===== config.mk =====
export PLATFORM = sky130hd
export DESIGN_NAME = servo_seq
export DESIGN_NICKNAME = d
export VERILOG_FILES = /design/src/rtl/servo_seq.sv
export SDC_FILE = /design/constraint.sdc
export NUM_CORES = 1
export LEC_CHECK = 0
export BUFFER_PORTS_ARGS = -buffer_cell sky130_fd_sc_hd__buf_2
export CAP_MARGIN = 10
export CORE_MARGIN = 8
export CORE_UTILIZATION = 45
export CTS_BUF_LIST = sky130_fd_sc_hd__clkbuf_2 sky130_fd_sc_hd__clkbuf_4 sky130_fd_sc_hd__clkbuf_8
export DETAILED_ROUTE_END_ITERATION = 10
export GPL_TIMING_DRIVEN = 0
export PLACE_DENSITY = 0.74
export SYNTH_ARGS = -nofsm -noshare
export SYNTH_HDL_FRONTEND = slang
export SYNTH_SLANG_ARGS = --single-unit

===== constraint.sdc =====
create_clock -name clk -period 2.3 [get_ports clk]
set_input_delay 0.46 -clock clk [delete_from_list [all_inputs] [get_ports clk]]
set_output_delay 0.46 -clock clk [all_outputs]
set_load 0.01 [all_outputs]

===== src/rtl/servo_seq.sv =====
module servo_seq #(
  parameter int CLK_DIV   = 200,
  parameter int POS_W     = 8,
  parameter int N_CH      = 4,
  parameter int GAP_UNITS = 3
) (
  input  logic                    clk,
  input  logic                    rst,
  input  logic [N_CH*POS_W-1:0]   pos_i,
  output logic [N_CH-1:0]         pwm_o
);
  localparam int BASE  = 1 << POS_W;
  localparam int CNT_W = $clog2(GAP_UNITS * BASE);
  localparam int CH_W  = (N_CH > 1) ? $clog2(N_CH) : 1;
  localparam int DIV_W = (CLK_DIV > 1) ? $clog2(CLK_DIV) : 1;

  typedef enum logic [1:0] {PH_HI = 2'd0, PH_EXT = 2'd1, PH_LO = 2'd2, PH_GAP = 2'd3} phase_t;

  logic             tick;
  phase_t           phase_q;
  logic [CH_W-1:0]  ch_q, ch_nx;
  logic [CNT_W-1:0] cnt_q;
  logic [POS_W-1:0] pos_lat_q, pos_nx;
  logic [N_CH-1:0]  sel, pwm_q;
  logic             last;

  generate
    if (CLK_DIV > 1) begin : g_div
      logic [DIV_W-1:0] div_q;
      always_ff @(posedge clk) begin
        if (rst) div_q <= '0;
        else     div_q <= (div_q == DIV_W'(CLK_DIV - 1)) ? '0 : div_q + 1'b1;
      end
      assign tick = (div_q == DIV_W'(CLK_DIV - 1));


      tick_gap_chk: assert property (@(posedge clk) disable iff (rst) tick |=> !tick);
    end else begin : g_nodiv
      assign tick = 1'b1;
    end
  endgenerate

  assign last   = (cnt_q == '0);
  assign ch_nx  = (ch_q == CH_W'(N_CH - 1)) ? '0 : ch_q + 1'b1;
  assign pos_nx = pos_i[ch_nx*POS_W +: POS_W];

  always_comb begin
    for (int i = 0; i < N_CH; i++) sel[i] = (ch_q == CH_W'(i));
  end

  always_ff @(posedge clk) begin
    if (rst) begin
      phase_q   <= PH_HI;
      ch_q      <= '0;
      cnt_q     <= CNT_W'(BASE - 1);
      pos_lat_q <= pos_i[POS_W-1:0];
      pwm_q     <= '0;
    end else begin
      pwm_q <= (phase_q == PH_HI || phase_q == PH_EXT) ? sel : '0;
      if (tick) begin
        if (!last) begin
          cnt_q <= cnt_q - 1'b1;
        end else begin
          case (phase_q)
            PH_HI: begin
              phase_q <= PH_EXT;
              cnt_q   <= CNT_W'(pos_lat_q);
            end
            PH_EXT: begin
              phase_q <= PH_LO;
              cnt_q   <= CNT_W'(BASE - 1) - CNT_W'(pos_lat_q);
            end
            PH_LO: begin
              phase_q <= PH_GAP;
              cnt_q   <= CNT_W'(GAP_UNITS * BASE - 1);
            end
            PH_GAP: begin
              phase_q   <= PH_HI;
              ch_q      <= ch_nx;
              cnt_q     <= CNT_W'(BASE - 1);
              pos_lat_q <= pos_nx;
            end
          endcase
        end
      end
    end
  end

  assign pwm_o = pwm_q;


  reset_low_chk: assert property (@(posedge clk) rst |=> (pwm_q == '0));


  ext_len_chk: assert property (@(posedge clk) disable iff (rst)
    (phase_q == PH_EXT && $past(phase_q) == PH_HI) |-> (cnt_q == CNT_W'(pos_lat_q)));


  slot_sum_chk: assert property (@(posedge clk) disable iff (rst)
    (phase_q == PH_LO && $past(phase_q) == PH_EXT) |-> (int'(cnt_q) + int'(pos_lat_q) == BASE - 1));


  order_chk: assert property (@(posedge clk) disable iff (rst)
    (ch_q != $past(ch_q)) |-> (ch_q == (($past(ch_q) == CH_W'(N_CH - 1)) ? '0 : $past(ch_q) + 1'b1)));


  single_out_chk: assert property (@(posedge clk) disable iff (rst) $onehot0(pwm_q));


  pos_hold_chk: assert property (@(posedge clk) disable iff (rst)
    (phase_q != PH_HI || $past(phase_q) == PH_HI) |-> $stable(pos_lat_q));
endmodule


==> Word-level counts from Yosys, hierarchy flattened <==
Index checks and enable logic that the tools add are counted.
{ "totals": {"latch_bits": 0, "ram_bits": 0, "romBits": 0, "elab_cells": 39, "memories": 0, "register_bits": 34, "output_inout_bits": 4} }
{ "classes": {"n_reduce_logical": 12, "n_eq_ne": 7, "bitwise_logic": 1, "mul": 0, "n_shift": 1, "mux": 8, "addsub": 4, "n_div": 0, "order_cmp": 0} }
{ "ops": {"columns": ["op", "n"], "rows": [
  ["$pmux 10 s4", 1],
  ["$mux 8", 4],
  ["$shiftx 32x6->8", 1],
  ["$logic_not 10->1", 1],
  ["$mux 10", 1],
  ["$sub 10x1->10 const B", 1],
  ["$sub 8x8->9 const A", 1],
  ["$add 8x1->8 const B", 1],
  ["$eq 2x2->1 const B", 4],
  ["$eq 8x8->1 const B", 1],
  ["$pmux 2 s4", 1],
  ["$reduce_and 3->1", 2],
  ["$reduce_bool 2->1", 3],
  ["$eq 2x1->1 const B", 2],
  ["$logic_not 2->1", 2],
  ["$reduce_or 2->1", 2],
  ["$add 2x1->2 const B", 1],
  ["$mux 2", 1],
  ["$reduce_and 2->1", 1],
  ["$logic_or 1x1->1", 1],
  ["$not 1->1", 1]
]} }

==> Longest topological paths before layout <==
Gate-level depths: netlist of the first run.
{ "logic_depth": {"depth_word": 7, "mapped_depth": 7} }

==> Worst setup path after synthesis of the first run <==
OpenSTA, ideal clock, no wires.
{ "synth_path": {"path_kind": "register to register", "start": "reg cnt_q[0]", "end": "reg pos_lat_q[0], enable pin", "slack_ps": 332, "required_ps": 1966, "stages_incl_launch_ff": 8, "n_path_buf": 1, "synth_period_minus_slack_ps": 1968, "t_arrival_ps": 1634, "path_cell_list": "dfxtp_1 -> inv_1 -> ha_1 -> nor4b_4 -> and3_4 -> buf_6 -> nand3_1 -> nand2b_1"} }
{ "synth_via": {"elab_chain_cells": 3} }
{ "synth_lines": {"columns": ["item", "line_no", "source"], "rows": [
  ["from (decl)", "22", "logic [CNT_W-1:0] cnt_q;"],
  ["from (signal assigned)", "55", "cnt_q <= CNT_W'(BASE - 1);"],
  ["from (signal assigned)", "62", "cnt_q <= cnt_q - 1'b1;"],
  ["from (signal assigned)", "67", "cnt_q <= CNT_W'(pos_lat_q);"],
  ["$logic_not 10->1", "43", "assign last = (cnt_q == '0);"],
  ["$reduce_bool 2->1 (no line)", null, null],
  ["$reduce_and 3->1 (no line)", null, null],
  ["to (signal assigned)", "56", "pos_lat_q <= pos_i[POS_W-1:0];"],
  ["to (signal assigned)", "81", "pos_lat_q <= pos_nx;"],
  ["to (decl)", "23", "logic [POS_W-1:0] pos_lat_q, pos_nx;"]
]} }
Every way passes these cells.
A chain may end at the register's enable or synchronous reset.

==> Worst setup path in the final report of the first run <==
{ "layout_path": {"start": "reg phase_q[0]", "end": "reg cnt_q[2]"} }
{ "layout_via": {"elab_chain_cells": 3, "word_cells_on_any_way": 6, "cone_classes": "eq/ne (3); mux (2); reduce/logical (1)"} }
{ "layout_lines": {"columns": ["item", "line_no", "source"], "rows": [
  ["from (decl)", "20", "phase_t phase_q;"],
  ["from (signal assigned)", "53", "phase_q <= PH_HI;"],
  ["from (signal assigned)", "66", "phase_q <= PH_EXT;"],
  ["from (signal assigned)", "70", "phase_q <= PH_LO;"],
  ["$eq 2x2->1, or another cell as far along", "64", "case (phase_q)"],
  ["$pmux 10 s4 (*)", "64", null],
  ["$mux 10 (*)", "61", "if (!last) begin"],
  ["to (signal assigned)", "62", null],
  ["to (signal assigned)", "67", null],
  ["to (signal assigned)", "71", "cnt_q <= CNT_W'(BASE - 1) - CNT_W'(pos_lat_q);"]
]} }
Every way passes the cells marked *; elsewhere a longest branch is shown, timed or not.

==> results of run 1 <==
-- final timing paths --
kind / from / end / slack [ps] / depth (start not counted)
worst min-delay path: g_div.div_q[0]$_SDFF_PP0_ / g_div.div_q[0]$_SDFF_PP0_ / 470 / 1
worst min register to register: g_div.div_q[0]$_SDFF_PP0_ / g_div.div_q[0]$_SDFF_PP0_ / 470 / 1
worst max register to register: phase_q[0]$_SDFFE_PP0P_ / cnt_q[2]$_SDFFE_PP1N_ / 150 / 7
worst max-delay path: phase_q[0]$_SDFFE_PP0P_ / cnt_q[2]$_SDFFE_PP1N_ / 150 / 7
-- kinds of logic (layout without fill, tap and decap cells) --
group                    after synthesis  count (layout)  share of synthesized area
AND/OR/NAND/NOR                       74              74                     0.2142
AO/OA/AOI/OAI                         60              60                     0.2039
flip-flops                            34              34                     0.3689
buffers and inverters                 31              76                    0.06189
multiplexers                          14              14                    0.07342
adder cells (fa/ha/maj)               10              10                    0.06068
XOR/XNOR                               4               4                    0.01699
-- cell type report --
type,count,share of cell area
Buffer,13,0.02479
Tap cell,52,0.02686
Sequential cell,34,0.3141
Clock buffer,7,0.03719
Inverter,18,0.02789
Multi-Input combinational cell,162,0.4886
Timing Repair Buffer,38,0.08058
-- placed cells by master (no fill, tap or decap), drive strengths merged, types with 4 or more instances in the layout --
cell     n
nor3     8
ha      10
clkbuf  15
inv     18
nor2    16
nor2b    7
nand2b  12
o31ai    7
edfxtp   8
nand2    4
o22ai    8
nand3    6
o22a     8
a21oi   14
buf     43
and2     7
mux2     9
dfxtp   26
mux2i    5
o21ai    5
-- metal layers --
metal / vias to the layer above / share of wire / GRT usage
li1: 913 / - / -
met1: 830 / 0.47 / 0.1681
met2: 37 / 0.48 / 0.2070
met3: 7 / 0.039 / 0.03320
met4: 0 / 0.019 / 0.05965
met5: - / 0 / 0
-- sequential cells by signal, summed over array words and instances (netlist names) --
register / flops
cnt_q: 10
ch_q: 2
pos_lat_q: 8
g_div.div_q: 8
pwm_o: 4
phase_q: 2
-- where the power goes --
| part | switching (mW) | internal [mW] | total, mW |
|---|---|---|---|
| combinational | 0.0458 | 0.0531 | 0.0989 |
| clock | 0.206 | 0.249 | 0.455 |
| sequential | 0.00816 | 0.628 | 0.637 |
-- stage by stage --
step	utilization	setup slack, ps	cell area, um^2
6_report	0.5525	146.3	2422
5_1_grt	0.5525	2.116	2422
4_1_cts	0.5474	74.49	2400
3_5_place_dp	0.5263	-23.55	2307
3_3_place_gp	0.5263	-16.71	2307
2_1_floorplan	-	332.2	2062
-- worst register-to-register path: stages, from the launching register on --
cell and delay [ps]:
dfxtp_1 390, inv_1 90, ha_1 230, or2_2 290
clkbuf_1 210, o31ai_1 410, mux2i_1 130, a221o_1 300
-- what timing repair did --
action                     in CTS  in global routing
gates resized for setup         1                  2
pin swaps                       0                  0
setup endpoints to repair       8                 11
buffers inserted                0                  2
==> flow_metrics.py, run 1 <==
metrics = {
    "run_status": {
        "status": "completed",
    },
    "synth": {
        "synth_top_area_share": 0.2524,
        "synth_area_um2": 2062,
        "yosysMostFrequentCell": "dfxtp_1",
        "yosys_most_used_dff": "dfxtp_1",
        "synth_enable_flop_cells": 8,
        "synth.area.top_cells": "dfxtp_1 (25%), edfxtp_1 (12%), ha_1 (6.1%)",
        "syn_area_per_cell_um2": 9.084,
        "synth_cell_type_count": 46,
        "yosys_warnings": 0,
        "yosysSeqAreaShare": 0.3689,
        "postSynthNetCount": 271,
        "ys_seq_elements": 34,
        "async_reset_ff_frac": 0,
        "netlist_top_cells_count": "dfxtp_1 (26), inv_1 (18), nor2_1 (16)",
        "syn-instance-count": 227,
        "synth_area_leader_cell": "dfxtp_1",
    },
    "clock_network": {
        "clock-sinks": 34,
        "clkTransAtPathRegs_ps": 70,
        "clockRootBuffer": "clkbuf_8",
        "htreeDepth": 2,
        "cts_max_path_buffers": 2,
        "postCtsHoldBufs": 0,
        "cts_tree": "built",
        "clkLatencyLatePin_ps": 290,
        "cts_inserted_buffers": 5,
    },
    "detailed_routing": {
        "wl_mm": 4.752,
        "dr.pass1.iters": 4,
        "ant_nets": 0,
        "via_count": 1787,
        "routed_via_density": 5.515,
        "remaining_drc_errors": 0,
        "wire_per_inst_um": 14.67,
        "first_iter_violations": 168,
    },
    "critical_path": {
        "critical_path.max_fanout": 8,
        "crit_family": "compound AO/OA/AOI/OAI gates",
        "cp.required_ps": 2470,
        "crit_type": "flop to flop",
        "cp_cell_sequence": "inv_1, ha_1, or2_2, clkbuf_1, o31ai_1, mux2i_1, a221o_1",
        "critPathMaxStageDelay_ps": 400,
        "critPathArrivalTime_ps": 2330,
        "crit_path_start_kind": "flop",
        "worst-path-buf-inv": 2,
        "end_kind": "flop",
        "slowest_stage": "o31ai_1",
    },
    "place": {
        "dp_cells": 315,
        "place_hpwl_mm": 3.538,
        "io_buffers": 36,
        "gp_congestion": 0.8404,
    },
    "global_route": {
        "grt_pass1_wl_mm": 7.921,
        "grt-ovfl-total": 0,
        "track_usage": 0.1332,
        "grt_antenna_before_repair": 0,
        "grt_max_degree": 11,
        "grt_pass1_vias": 1674,
    },
    "sta": {
        "period_share": 0.9364,
        "max_slew.worst_pin.slew_ps": 547.0,
        "finalSetupTns_ps": 0,
        "max_slew_margin": 0.6259,
        "fin_worst_skew_ps": 6.112,
        "fin_crit_ps": 2154,
        "max_freq_ghz": 0.4643,
        "rsz0062_at_grt": "false",
        "setup_viol": 0,
        "hold_viol_final": 0,
        "drv_slew": 0,
        "whs_ps": 469.2,
    },
    "floorplan": {
        "die_h_um": 83.69,
        "ios": 38,
        "start_util": 0.4703,
        "core-area_um2": 4384,
        "rows": 24,
        "fp.dieW_um": 83.69,
        "fp.dieArea_um2": 7004,
    },
    "hold_path": {
        "hold_path_class": "flop to flop",
    },
    "finish": {
        "multiInputGateArea_um2": 1184,
        "syn_to_final_growth_pct": 17.48,
        "final_cells": 324,
        "drive_gt1_frac": 0.2500,
        "antenna_cells": 0,
        "nFillCells": 413,
        "layout.nets": 316,
        "seq_area_um2": 760.7,
    },
    "power_and_ir_drop": {
        "power.total_mw": 1.191,
        "vdd_drop_max_v": 0.0003281,
        "leakage_nw": 1.014,
        "power_density_nw_per_um2": 491.6,
    },
    "run": {
        "cap_violations": 0,
    },
}
Power figures use the tool's default switching activity.
==> run 2: changes to the inputs <==
- CTS_BUF_LIST: sky130_fd_sc_hd__clkbuf_2 sky130_fd_sc_hd__clkbuf_4 sky130_fd_sc_hd__clkbuf_8 -> sky130_fd_sc_hd__clkbuf_8
==> flow_metrics.py, run 2 (synthesis gave the netlist of run 1 again) <==
metrics = {
    "run_status": {
        "status": "completed",
    },
    "global_route": {
        "grt_max_degree": 11,
        "grt_antenna_before_repair": 0,
        "track_usage": 0.1330,
        "grt-ovfl-total": 0,
        "grt_pass1_vias": 1676,
        "grt_pass1_wl_mm": 7.914,
    },
    "sta": {
        "max_slew_margin": 0.6259,
        "setup_viol": 0,
        "fin_crit_ps": 2154,
        "max_slew.worst_pin.slew_ps": 547.0,
        "drv_slew": 0,
        "hold_viol_final": 0,
        "setup_slack_ps": 146.3,
        "period_share": 0.9364,
        "fin_worst_skew_ps": 6.770,
        "max_freq_ghz": 0.4643,
        "rsz0062_at_grt": "false",
    },
    "floorplan": {
        "core-area_um2": 4384,
        "ios": 38,
        "start_util": 0.4703,
        "die_h_um": 83.69,
        "fp.dieW_um": 83.69,
        "fp.dieArea_um2": 7004,
        "rows": 24,
    },
    "place": {
        "gp_congestion": 0.8404,
        "place_hpwl_mm": 3.538,
        "io_buffers": 36,
        "dpl_worst_slack_ps": -23.55,
    },
    "detailed_routing": {
        "via_count": 1788,
        "wl_met1_mm": 2.230,
        "wire_per_inst_um": 14.64,
        "met2WireLength_mm": 2.250,
        "ant_nets": 0,
        "wl_mm": 4.742,
        "first_iter_violations": 168,
        "remaining_drc_errors": 0,
        "met3WireLength_um": 169,
        "routed.top_layer": "met4",
        "dr.pass1.iters": 5,
        "routed_via_density": 5.519,
    },
    "finish": {
        "final_cell_mix": "buf_2 (39), dfxtp_1 (26), inv_1 (19)",
        "layout.nets": 316,
        "syn_to_final_growth_pct": 17.29,
        "layout.cells.most_common": "buf_2",
        "reg.largest.list": "cnt_q: 10 flops, g_div.div_q: 8 flops, pos_lat_q: 8 flops",
        "fin_util": 0.5517,
        "largest_register": "cnt_q",
        "drive_gt1_frac": 0.2463,
        "largest_reg_flops": 10,
        "antenna_cells": 0,
    },
    "clock_network": {
        "clock-sinks": 34,
        "clkLatencyLatePin_ps": 290,
        "cts_tree": "built",
        "clockRootBuffer": "clkbuf_8",
        "cts_max_path_buffers": 2,
        "clkTransAtPathRegs_ps": 70,
        "htreeDepth": 2,
        "cts_inserted_buffers": 5,
    },
    "power_and_ir_drop": {
        "power.total_mw": 1.171,
        "leakage_nw": 1.015,
        "vdd_drop_max_v": 0.0003226,
        "power_density_nw_per_um2": 484.4,
    },
    "run": {
        "cap_violations": 0,
    },
    "critical_path": {
        "end_kind": "flop",
        "cp_cell_sequence": "inv_1, ha_1, or2_2, clkbuf_1, o31ai_1, mux2i_1, a221o_1",
        "worst_r2r_startpoint": "phase_q[0]$_SDFFE_PP0P_",
        "slowest_stage": "o31ai_1",
        "ff2ff_setup_slack_ps": 150,
        "crit_type": "flop to flop",
        "critPathArrivalTime_ps": 2330,
        "reg2reg_depth": 7,
        "cp.required_ps": 2470,
        "r2r-end": "cnt_q[2]$_SDFFE_PP1N_",
        "critical_path.max_fanout": 8,
        "crit_path_start_kind": "flop",
        "crit_family": "compound AO/OA/AOI/OAI gates",
        "worst-path-buf-inv": 2,
        "critPathMaxStageDelay_ps": 400,
    },
    "hold_path": {
        "hold_depth": 1,
        "min_to": "g_div.div_q[0]$_SDFF_PP0_",
        "min_from": "g_div.div_q[0]$_SDFF_PP0_",
        "hold_path_class": "flop to flop",
    },
}
run 2: changes by cell type in the layout (fill, tap and decap cells not counted), sizes merged:
cell / delta
inv: +1
clkbuf: -1
run 2: cell type report:
cell class | count | area [um^2]
well taps | 52 | 65.06
plain buffers | 13 | 60.06
clock buffers | 6 | 82.58
flip-flops and latches | 34 | 760.7
repair buffers | 38 | 195.2
inverters | 18 | 67.56
clock inverters | 1 | 3.754
fillers | 413 | 1966
multi-input cells | 162 | 1184
run 2: report_power, final:
| group | total (mW) | switching [mW] | leakage (nW) | internal [mW] |
|---|---|---|---|---|
| clock network | 0.436 | 0.203 | 0.0485 | 0.233 |
| logic | 0.0990 | 0.0460 | 0.678 | 0.0531 |
| registers | 0.637 | 0.00809 | 0.288 | 0.628 |
| total | 1.17 | 0.257 | 1.01 | 0.914 |
run 2: worst reg2reg max path: stages, from the launching register on:
cell	delay, ps
dfxtp_1	390
inv_1	90
ha_1	230
or2_2	290
clkbuf_1	210
o31ai_1	410
mux2i_1	130
a221o_1	300
run 2: worst max path at each step:
stage	slack [ps]	start	to	depth (start not counted)
floorplan	330	cnt_q[0]$_SDFFE_PP1N_	pos_lat_q[0]$_DFFE_PP_	7
global placement	-20	cnt_q[0]$_SDFFE_PP1N_	pos_lat_q[6]$_DFFE_PP_	7
detailed placement	-20	cnt_q[0]$_SDFFE_PP1N_	pos_lat_q[4]$_DFFE_PP_	7
CTS	70	cnt_q[0]$_SDFFE_PP1N_	pos_lat_q[4]$_DFFE_PP_	7
global route	2	phase_q[0]$_SDFFE_PP0P_	cnt_q[3]$_SDFFE_PP1N_	7
finish	150	phase_q[0]$_SDFFE_PP0P_	cnt_q[2]$_SDFFE_PP1N_	7
run 2: repair_timing:
action / CTS / global route
setup buffers: 0 / 2
hold buffers: 0 / 0
endpoints found under the setup margin: 8 / 11
resized for setup: 1 / 2
run 2: routing by layer:
metal  track usage  up-vias
li1              -      913
met1        0.1675      834
met2        0.2070       34
met3       0.03320        7
met4       0.05965        0
met5             0        -
run 2: stage by stage:
| stage | instance area (um^2) | instances | TNS, ps | hold WS, ps |
|---|---|---|---|---|
| after floorplan | 2062 | 227 | 0 | 433.1 |
| after global placement | 2307 | 315 | -132.0 | 454.8 |
| after detailed placement | 2307 | 315 | -187.0 | 458.0 |
| after CTS | 2396 | 322 | 0 | 467.5 |
| after global routing | 2419 | 324 | 0 | 496.6 |
| final | 2419 | 324 | 0 | 462.9 |
==> run 3: changes to the inputs <==
- PLACE_DENSITY: 0.74 -> 0.66
==> flow_metrics.py, run 3 (synthesis gave the netlist of run 1 again) <==
metrics = {
    "run_status": {
        "status": "completed",
    },
    "detailed_routing": {
        "wl_mm": 4.696,
        "via_count": 1780,
        "first_iter_violations": 92,
        "ant_nets": 0,
        "wire_per_inst_um": 14.49,
        "remaining_drc_errors": 0,
        "dr.pass1.iters": 4,
        "routed_via_density": 5.494,
    },
    "clock_network": {
        "clkTransAtPathRegs_ps": 80,
        "cts_inserted_buffers": 5,
        "htreeDepth": 2,
        "cts_max_path_buffers": 2,
        "postCtsHoldBufs": 0,
        "clockRootBuffer": "clkbuf_8",
        "cts_tree": "built",
        "clock-sinks": 34,
        "clkLatencyLatePin_ps": 290,
    },
    "sta": {
        "hold_viol_final": 0,
        "rsz0062_at_grt": "false",
        "max_slew.worst_pin.slew_ps": 558.3,
        "fin_worst_skew_ps": 11.71,
        "max_slew_margin": 0.6278,
        "drv_slew": 0,
        "max_freq_ghz": 0.4728,
        "period_share": 0.9196,
        "fin_crit_ps": 2115,
        "setup_slack_ps": 185.0,
        "setup_viol": 0,
    },
    "critical_path": {
        "critical_path.max_fanout": 8,
        "ff2ff_setup_slack_ps": 190,
        "r2r-end": "cnt_q[6]$_SDFFE_PP1N_",
        "end_kind": "flop",
        "crit_path_start_kind": "flop",
        "cp-startpoint": "phase_q[0]$_SDFFE_PP0P_",
        "crit_type": "flop to flop",
        "worst_r2r_startpoint": "phase_q[0]$_SDFFE_PP0P_",
        "reg2reg_depth": 7,
        "cp.required_ps": 2480,
        "critPathArrivalTime_ps": 2300,
    },
    "floorplan": {
        "ios": 38,
        "fp.dieW_um": 83.69,
        "die_h_um": 83.69,
        "rows": 24,
        "fp.dieArea_um2": 7004,
        "start_util": 0.4703,
        "core-area_um2": 4384,
    },
    "finish": {
        "layout.nets": 315,
        "final_cell_mix": "buf_2 (39), dfxtp_1 (26), inv_1 (20)",
        "largest_reg_flops": 10,
        "layout.cells.most_common": "buf_2",
        "final_cells": 324,
        "drive_gt1_frac": 0.2390,
        "nFillCells": 404,
        "reg.largest.list": "cnt_q: 10 flops, g_div.div_q: 8 flops, pos_lat_q: 8 flops",
        "syn_to_final_growth_pct": 17.66,
        "antenna_cells": 0,
        "largest_register": "cnt_q",
    },
    "place": {
        "dpl_worst_slack_ps": -33.79,
        "io_buffers": 36,
        "gp_congestion": 0.8784,
        "place_hpwl_mm": 3.551,
        "dp_cells": 315,
    },
    "hold_path": {
        "min_to": "g_div.div_q[0]$_SDFF_PP0_",
        "hold_depth": 1,
        "hold_path_class": "flop to flop",
        "min_from": "g_div.div_q[0]$_SDFF_PP0_",
    },
    "power_and_ir_drop": {
        "leakage_nw": 1.020,
        "vdd_drop_max_v": 0.0002364,
        "power_density_nw_per_um2": 522.8,
    },
    "global_route": {
        "grt_pass1_wl_mm": 8.293,
        "grt_antenna_before_repair": 0,
        "grt-ovfl-total": 0,
        "track_usage": 0.1394,
        "grt_pass1_vias": 1813,
        "grt_max_degree": 11,
    },
    "run": {
        "cap_violations": 0,
    },
}
## run 3: changes by cell type in the layout (fill, tap and decap cells not counted), sizes merged
| cell | change |
|---|---|
| buf | -1 |
| bufinv | +1 |
| clkbuf | -1 |
| inv | +1 |
## run 3: worst max-delay path by stage
stage          depth (start not counted)                      to
3_3_place_gp                           7  pos_lat_q[0]$_DFFE_PP_
6_report                               7   cnt_q[6]$_SDFFE_PP1N_
2_1_floorplan                          7  pos_lat_q[0]$_DFFE_PP_
5_1_grt                                7   cnt_q[3]$_SDFFE_PP1N_
4_1_cts                                7  pos_lat_q[6]$_DFFE_PP_
3_5_place_dp                           7  pos_lat_q[0]$_DFFE_PP_
## run 3: worst max-delay path: stages, from the launching register on
cell and delay, ps:
dfxtp_1 390, inv_1 80, ha_1 230, or2_2 290, clkbuf_1 200, o31ai_1 350
a31oi_1 130, a311o_1 350
## run 3: repair_timing
action | CTS | global route
hold endpoints to repair | 0 | 0
endpoints found under the setup margin | 8 | 9
gates cloned | 0 | 0
buffers inserted | 0 | 1
gates resized for setup | 1 | 1
## run 3: routing by layer
| layer | GRT usage | wire, um |
|---|---|---|
| met5 | 0 | 0 |
| met3 | 0.03906 | 227 |
| met4 | 0.05808 | 55 |
| met1 | 0.1607 | 2187 |
| met2 | 0.2344 | 2225 |
## run 3: area by class of cell
| cell class | count | area, um^2 | area share |
|---|---|---|---|
| repair buffers | 37 | 187.7 | 0.07736 |
| multi-input cells | 162 | 1179 | 0.4858 |
| clock inverters | 3 | 37.54 | 0.01547 |
| clock buffers | 5 | 68.82 | 0.02837 |
| plain buffers | 13 | 60.06 | 0.02475 |
| flip-flops and latches | 34 | 760.7 | 0.3136 |
| inverters | 18 | 67.56 | 0.02785 |
| well taps | 52 | 65.06 | 0.02682 |
## run 3: through the flow
step	area [um^2]	total power [mW]	utilization	hold slack [ps]	setup TNS, ps
final	2426	1.268	0.5534	462.4	0
after floorplan	2062	0.7040	-	433.1	0
after global placement	2307	0.7460	0.5263	454.5	-157.2
after CTS	2416	1.279	0.5511	467.0	0
after detailed placement	2307	0.7486	0.5263	455.7	-267.4
after global routing	2426	1.320	0.5534	502.4	0
## run 3: power breakdown
group	internal (mW)	total, mW	switching (mW)
Combinational	0.0528	0.0985	0.0458
Clock	0.315	0.534	0.218
Sequential	0.628	0.636	0.00816
Total	0.996	1.27	0.272
